File: src/rtl/atx_pkg.sv
package atx_pkg;

  typedef enum logic [2:0] {
    FMT_STD        = 3'd0,
    FMT_SYNC_PULSE = 3'd1,
    FMT_SYNC_WIDE  = 3'd2,
    FMT_MSB_ALIGN  = 3'd3,
    FMT_LSB_ALIGN  = 3'd4
  } atx_fmt_e;

  // PCM framings: many words per frame, data launched on rising clock
  function automatic logic fmt_is_tdm(input logic [2:0] f);
    return (f == FMT_SYNC_PULSE) || (f == FMT_SYNC_WIDE);
  endfunction

  // Bit clock level during the first half of a period (launch half)
  function automatic logic launch_level(input logic [2:0] f);
    return fmt_is_tdm(f);
  endfunction

endpackage

File: src/rtl/atx_bitclk.sv
module atx_bitclk #(
  parameter int DIV_W = 8
) (
  input  logic             clk,
  input  logic             rst_n,
  input  logic             enable,
  input  logic [DIV_W-1:0] div,
  input  logic             idle_lvl,
  input  logic             live,
  output logic             launch,
  output logic             bclk
);
  localparam logic [DIV_W-1:0] MIN_DIV = DIV_W'(2);

  logic [DIV_W-1:0] cnt, div_eff, half_at;
  logic             mid, base;

  assign div_eff = (div < MIN_DIV) ? MIN_DIV : div;
  assign half_at = (div_eff >> 1) - DIV_W'(1);
  assign launch  = enable && (cnt == div_eff - DIV_W'(1));
  assign mid     = enable && (cnt == half_at);
  assign bclk    = enable ? base : idle_lvl;

  always_ff @(posedge clk) begin
    if (!rst_n || !enable) begin
      cnt  <= '0;
      base <= idle_lvl;
    end else begin
      cnt <= launch ? '0 : cnt + DIV_W'(1);
      if (launch)          base <= idle_lvl;
      else if (mid && live) base <= ~idle_lvl;
    end
  end

  // gated clock holds still while no period is live
  assert_gated_idle_R12: assert property (@(posedge clk) disable iff (!rst_n)
    (enable && $past(enable) && !live && $past(!live)) |-> $stable(bclk));

endmodule

File: src/rtl/atx_framer.sv
module atx_framer #(
  parameter int CNT_W   = 6,
  parameter int WORDS_W = 4
) (
  input  logic               clk,
  input  logic               rst_n,
  input  logic               enable,
  input  logic               launch,
  input  logic [CNT_W-1:0]   slot_len,
  input  logic [WORDS_W-1:0] nslots,
  input  logic               gated,
  input  logic               in_valid,
  output logic [CNT_W-1:0]   p_n,
  output logic [WORDS_W-1:0] s_n,
  output logic               live_n,
  output logic               live_q,
  output logic               slot_begin
);
  logic [CNT_W-1:0]   p;
  logic [WORDS_W-1:0] s;
  logic               fresh, fresh_n, slot_end, at_end;

  always_comb begin
    slot_end = (p == slot_len - CNT_W'(1));
    at_end   = fresh || (slot_end && (s == nslots - WORDS_W'(1)));
    p_n      = p;
    s_n      = s;
    live_n   = live_q;
    fresh_n  = fresh;
    if (at_end) begin
      if (!gated || in_valid) begin
        p_n = '0; s_n = '0; live_n = 1'b1; fresh_n = 1'b0;
      end else begin
        live_n = 1'b0; fresh_n = 1'b1;
      end
    end else if (slot_end) begin
      p_n = '0;
      s_n = s + WORDS_W'(1);
    end else begin
      p_n = p + CNT_W'(1);
    end
  end

  assign slot_begin = launch && live_n && (p_n == '0);

  always_ff @(posedge clk) begin
    if (!rst_n || !enable) begin
      p      <= '0;
      s      <= '0;
      fresh  <= 1'b1;
      live_q <= 1'b0;
    end else if (launch) begin
      p      <= p_n;
      s      <= s_n;
      fresh  <= fresh_n;
      live_q <= live_n;
    end
  end

  assert_pos_in_slot_R2: assert property (@(posedge clk) disable iff (!rst_n)
    live_q |-> (p < slot_len));

endmodule

File: src/rtl/atx_slotmap.sv
module atx_slotmap
  import atx_pkg::*;
#(
  parameter int WORD_MAX = 16,
  parameter int CNT_W    = 6,
  parameter int WORDS_W  = 4
) (
  input  logic [2:0]          fmt,
  input  logic [CNT_W-1:0]    p,
  input  logic [WORDS_W-1:0]  s,
  input  logic [WORDS_W-1:0]  nslots,
  input  logic [CNT_W-1:0]    word_len,
  input  logic [CNT_W-1:0]    slot_len,
  input  logic [CNT_W-1:0]    sync_len,
  input  logic                lsb_first,
  input  logic [WORD_MAX-1:0] word,
  output logic                bit_o,
  output logic                ws_o
);
  logic [CNT_W-1:0]    pad, k, idx;
  logic                have;
  logic [WORD_MAX-1:0] shifted;

  always_comb begin
    pad = slot_len - word_len;
    if (fmt == FMT_LSB_ALIGN) begin
      have = (p >= pad);
      k    = p - pad;
    end else begin
      have = (p < word_len);
      k    = p;
    end
    idx     = lsb_first ? k : (word_len - CNT_W'(1) - k);
    shifted = word >> idx;
    bit_o   = have && shifted[0];

    case (fmt)
      FMT_STD:        ws_o = (s == WORDS_W'(1));
      FMT_SYNC_PULSE: ws_o = (p == slot_len - CNT_W'(1)) &&
                             (s == nslots - WORDS_W'(1));
      FMT_SYNC_WIDE:  ws_o = (s == '0) && (p < sync_len);
      default:        ws_o = (s == '0);
    endcase
  end

endmodule

File: src/rtl/audio_serial_tx.sv
module audio_serial_tx
  import atx_pkg::*;
#(
  parameter int WORD_MAX = 16,
  parameter int CNT_W    = 6,
  parameter int WORDS_W  = 4,
  parameter int DIV_W    = 8
) (
  input  logic                clk,
  input  logic                rst_n,
  input  logic                enable,
  input  logic [2:0]          cfg_fmt,
  input  logic [CNT_W-1:0]    cfg_word_len,
  input  logic [CNT_W-1:0]    cfg_slot_len,
  input  logic [WORDS_W-1:0]  cfg_frame_words,
  input  logic [CNT_W-1:0]    cfg_sync_len,
  input  logic                cfg_lsb_first,
  input  logic                cfg_bclk_inv,
  input  logic                cfg_fclk_inv,
  input  logic                cfg_gated,
  input  logic [DIV_W-1:0]    cfg_div,
  input  logic                in_valid,
  output logic                in_ready,
  input  logic [WORD_MAX-1:0] in_data,
  output logic                bclk_o,
  output logic                fsync_o,
  output logic                sdata_o,
  output logic                loop_sd_o,
  output logic                underrun_o
);
  localparam logic [WORDS_W-1:0] STEREO_SLOTS = WORDS_W'(2);

  logic                tdm, lvl, launch, bclk_raw, live_q, live_n, slot_begin;
  logic                bit_now, ws_now;
  logic [WORDS_W-1:0]  nslots, s_n;
  logic [CNT_W-1:0]    slot_eff, p_n;
  logic [WORD_MAX-1:0] cur_word, word_now;
  logic                sd_q, ws_q, lead_q, under_q;

  assign tdm      = fmt_is_tdm(cfg_fmt);
  assign lvl      = launch_level(cfg_fmt);
  assign nslots   = !tdm ? STEREO_SLOTS :
                    (cfg_frame_words == '0) ? WORDS_W'(1) : cfg_frame_words;
  assign slot_eff = (cfg_slot_len == '0) ? CNT_W'(1) : cfg_slot_len;

  atx_bitclk #(.DIV_W(DIV_W)) u_clk (
    .clk(clk), .rst_n(rst_n), .enable(enable), .div(cfg_div),
    .idle_lvl(lvl), .live(live_q), .launch(launch), .bclk(bclk_raw)
  );

  atx_framer #(.CNT_W(CNT_W), .WORDS_W(WORDS_W)) u_frm (
    .clk(clk), .rst_n(rst_n), .enable(enable), .launch(launch),
    .slot_len(slot_eff), .nslots(nslots), .gated(cfg_gated),
    .in_valid(in_valid), .p_n(p_n), .s_n(s_n), .live_n(live_n),
    .live_q(live_q), .slot_begin(slot_begin)
  );

  // word on the line during the period being launched
  assign word_now = slot_begin ? (in_valid ? in_data : '0) : cur_word;

  atx_slotmap #(.WORD_MAX(WORD_MAX), .CNT_W(CNT_W), .WORDS_W(WORDS_W)) u_map (
    .fmt(cfg_fmt), .p(p_n), .s(s_n), .nslots(nslots),
    .word_len(cfg_word_len), .slot_len(slot_eff), .sync_len(cfg_sync_len),
    .lsb_first(cfg_lsb_first), .word(word_now), .bit_o(bit_now), .ws_o(ws_now)
  );

  always_ff @(posedge clk) begin
    if (!rst_n || !enable) begin
      cur_word <= '0;
      sd_q     <= 1'b0;
      ws_q     <= 1'b0;
      lead_q   <= 1'b0;
      under_q  <= 1'b0;
    end else begin
      under_q <= slot_begin && !in_valid;
      if (launch) begin
        cur_word <= word_now;
        lead_q   <= live_n && bit_now;
        // stereo format trails the aligned bit stream by one period
        sd_q     <= live_n && ((cfg_fmt == FMT_STD) ? lead_q : bit_now);
        ws_q     <= live_n && ws_now;
      end
    end
  end

  assign in_ready   = slot_begin;
  assign underrun_o = under_q;
  assign bclk_o     = bclk_raw ^ cfg_bclk_inv;
  assign fsync_o    = ws_q ^ cfg_fclk_inv;
  assign sdata_o    = sd_q;
  assign loop_sd_o  = sd_q;

  assert_ready_single_R10: assert property (@(posedge clk) disable iff (!rst_n)
    in_ready |=> !in_ready);

  assert_underrun_zero_R11: assert property (@(posedge clk) disable iff (!rst_n)
    (underrun_o && (cfg_fmt != FMT_STD)) |-> !sdata_o);

  assert_line_at_launch_R2: assert property (@(posedge clk) disable iff (!rst_n)
    (enable && $past(enable) && !$past(launch)) |-> ($stable(fsync_o) && $stable(sdata_o)));

  assert_loop_copy_R13: assert property (@(posedge clk) disable iff (!rst_n)
    loop_sd_o == sdata_o);

endmodule

File: config.mk
export PLATFORM = sky130hd
export DESIGN_NAME = audio_serial_tx
export DESIGN_NICKNAME = d
export VERILOG_FILES = /design/src/rtl/atx_pkg.sv /design/src/rtl/atx_bitclk.sv /design/src/rtl/atx_framer.sv /design/src/rtl/atx_slotmap.sv /design/src/rtl/audio_serial_tx.sv
export SDC_FILE = /design/constraint.sdc
export NUM_CORES = 1
export LEC_CHECK = 0
export ABC_AREA = 1
export ABC_CLOCK_PERIOD_IN_PS = 5900
export BUFFER_PORTS_ARGS = -buffer_cell sky130_fd_sc_hd__buf_2
export CORE_MARGIN = 5
export CORE_UTILIZATION = 49
export CTS_CLUSTER_SIZE = 24
export DETAILED_ROUTE_END_ITERATION = 8
export GPL_ROUTABILITY_DRIVEN = 0
export PLACE_DENSITY = 0.8
export SLEW_MARGIN = 15
export SYNTH_ARGS = -nofsm -noshare
export SYNTH_HDL_FRONTEND = slang
export SYNTH_HIERARCHICAL = 1
export SYNTH_SLANG_ARGS = --single-unit
File: constraint.sdc
create_clock -name clk -period 5.9 [get_ports clk]
set_clock_uncertainty 0.1 [all_clocks]
set_input_delay 1.18 -clock clk [delete_from_list [all_inputs] [get_ports clk]]
set_output_delay 1.18 -clock clk [all_outputs]
set_load 0.02 [all_outputs]
==> impl_results.md <==
* Top cells by area, synth: dfxtp_1 15%, nand2_1 11%, inv_1 9.9%
* Crit-path most repeated cell: nand2_1
* Reg2reg end: loop_sd_o
* Clock Latency Late Sink at 0.30 ns
* Total GRT Usage at 19.7%
* FF-to-FF Start: u_frm/p[0]
* Place WS at -0.0606 ns
* H-tree depth at 2
* Sequential area share after synthesis at between 10% and 20%
* Die H at 113 um
* Most numerous cell in the Yosys netlist: nand2_1
* Share of cells above drive strength 1 at 22.6%
* Antenna Violating Nets Remaining at 0
* Asr flop ratio synth at 0%
* Final nets at 978
* Buffers on Ports at 62
* CP max stage cell: ha_2
* Slew headroom at 53.7%
* CTS Hold Buffers Added at 0
* Drt total wl at about 12,000 um
* # diodes at 0
* Post-synth EDFFs at 1
* Final setup vio count at 0
* CP endpoint: loop_sd_o
* Startpoint types: primary input
* DRT Pass-1 Iters at 6
* Final Hold Fails at 0
* Core Area at between 0.01 and 0.015 sq mm
* Least-Margin Pin Slew at roughly 0.69 ns
* Synth Instances at 817
* Period utilisation layout at 91.9%
* WP data required at 6.02 ns
* Synthesized area per cell at 6.37 sq um
* WL/cell at approximately 12 um
* Max stage delay on crit path at 0.33 ns
* #FFs+latches synth at 41
* Max Cap Viol at 0
* DP Wirelength at 10,100 um
* Final Max Slew Viols at 0
* Remaining DRCs at 0
* Peak Freq at 184 MHz
* Status: finished, final reports clean
* Area leader, netlist: dfxtp_1
* Top FF cell, synth: dfxtp_1
* WP data arrival at 5.54 ns
* Area delta synth->final at 12.4%
* Max VDD drop at 0.0000845 V
* Clock sinks at 41
* Mapped Nets at about 910
* Vias per cell at 5.09
* Initial detailed-routing violation count at 375
* Min Tclk post-route at 5.42 ns
* CTS root buf: clkbuf_8
* First-pass GRT wire length at between 20,000 and 25,000 um
* Pwr dens at around 130 mW/mm^2
* Final setup TNS at 0 ns
* Top cell type's share of synthesized area at 15.4%
* LEAKAGE at 2.96 nW
* CP Capture Type: flop
* Post-synthesis cell type count at 46
* Worst-path maximum fanout at 6
* Register-to-register setup slack at 1.80 ns
* Synth Warn # at 6
* Largest net degree at the start of global routing at 36
* Vias at between 5k and 6k
* CTS Buffer Depth at 2
* I/O pin count at 63
* Hold slack at between 0.3 and 0.4 ns
* Reg2reg path depth at 29
* Commonest cells in the netlist: 158 x nand2_1, 137 x inv_1, 98 x nand3_1
* Total gr overflow at 0
* Vias in the first global route at slightly below 5k
* Die W at about 110 um
* CP startpoint: cfg_fmt[0]
* DIE AREA at 0.0128 sq mm
* CTS Buf Count at 5
* Num rows at 37
* CP Class: in2reg
* Initial antenna violation count at 0
* Initial Utilization at 50.4%
* CTS tree: done
* Worst setup margin at 0.478 ns
* Clk pin slew, worst setup/hold paths at 0.09 ns
* Area of the mapped netlist at roughly 0.0052 sq mm
* Worst Hold Class: reg2reg
cells by family (layout without fill, tap and decap cells):
group	count (synthesis)	after routing	share of synthesized area, %
AOI/OAI and AO/OA	111	111	13.7
xor gates and xnor gates	51	51	8.58
adders and majority gates	38	38	9.57
buffers and inverters	177	244	14.0
DFF	41	41	16.0
and+or+nand+nor	399	399	38.2
where the power goes:
group	internal [mW]	total [mW]	leakage [nW]	switching, mW
sequential	0.279	0.281	0.333	0.00145
clock	0.126	0.230	0.0552	0.105
combinational	0.0976	0.246	2.58	0.148
total	0.503	0.757	2.96	0.254
cell type report:
type                    count  area [sq um]
clock buffers               6          72.6
clock inverters             2          35.0
fillers                  1045          4480
inverters                 154           588
multi-input cells         599          3690
flip-flops and latches     41           831
well taps                 136           170
repair buffers             82           464
routing by layer:
| layer | up-vias | track usage (%) | routed length [um] |
|---|---|---|---|
| met4 | 0 | 4.49 | 169 |
| met5 | - | 0 | 0 |
| met3 | 17 | 2.46 | 777 |
| met1 | 2282 | 26.9 | 5900 |
| li1 | 2743 | - | - |
| met2 | 149 | 33.3 | 5580 |
state kept, by name (all words and copies together) (netlist names):
| register | count |
|---|---|
| u_frm/live_q | 1 |
| u_frm/s | 4 |
| u_frm/fresh | 1 |
| u_frm/p | 6 |
| u_clk/base | 1 |
| u_clk/cnt | 8 |
| ws_q | 1 |
| cur_word | 16 |
| lead_q | 1 |
| underrun_o | 1 |
| loop_sd_o | 1 |
how the worst min path moves through the flow:
| stage | startpoint | to | slack, ns | depth (start not counted) |
|---|---|---|---|---|
| floorplan | u_frm/live_q | u_frm/live_q | 0.34 | 2 |
| global placement | lead_q | lead_q | 0.35 | 2 |
| detailed placement | lead_q | lead_q | 0.36 | 2 |
| CTS | lead_q | lead_q | 0.38 | 2 |
| global route | lead_q | lead_q | 0.41 | 2 |
| finish | lead_q | lead_q | 0.38 | 2 |
through the flow:
| stage | instances | area, sq um | util [%] | total power, mW |
|---|---|---|---|---|
| 2_1_floorplan | 817 | 5200 | - | 0.462 |
| 6_report | 1020 | 5850 | 56.6 | 0.757 |
| 3_3_place_gp | 1012 | 5700 | 55.2 | 0.523 |
| 4_1_cts | 1020 | 5810 | 56.3 | 0.756 |
| 3_5_place_dp | 1012 | 5700 | 55.2 | 0.527 |
| 5_1_grt | 1020 | 5850 | 56.6 | 0.808 |
repair_timing:
item,CTS,global route
resized for setup,0,10
buffers inserted,0,0
endpoints found under the setup margin,0,2
cell usage in the layout, fill, tap and decap left out, drive strengths merged:
cell type / instances
a21oi: 46
xnor2: 22
nor3b: 4
o21ai: 55
nand3: 115
o21a: 2
edfxtp: 1
a21o: 1
fa: 3
nand3b: 10
dfxtp: 40
inv: 152
bufinv: 1
ha: 35
nand4: 9
nand2: 181
clkinv: 3
a21boi: 2
or2: 9
buf: 82
xor2: 29
nor2: 61
o2111ai: 1
o211ai: 4
clkbuf: 6
nor3: 10
critical path: cells and delay by family:
kind	cells	cell delay [ns]
simple gates	22	2.05
buf+inv	6	0.59
compound gates	6	0.91
fa+ha+maj	3	0.81
(Power assumes the default switching activity.)
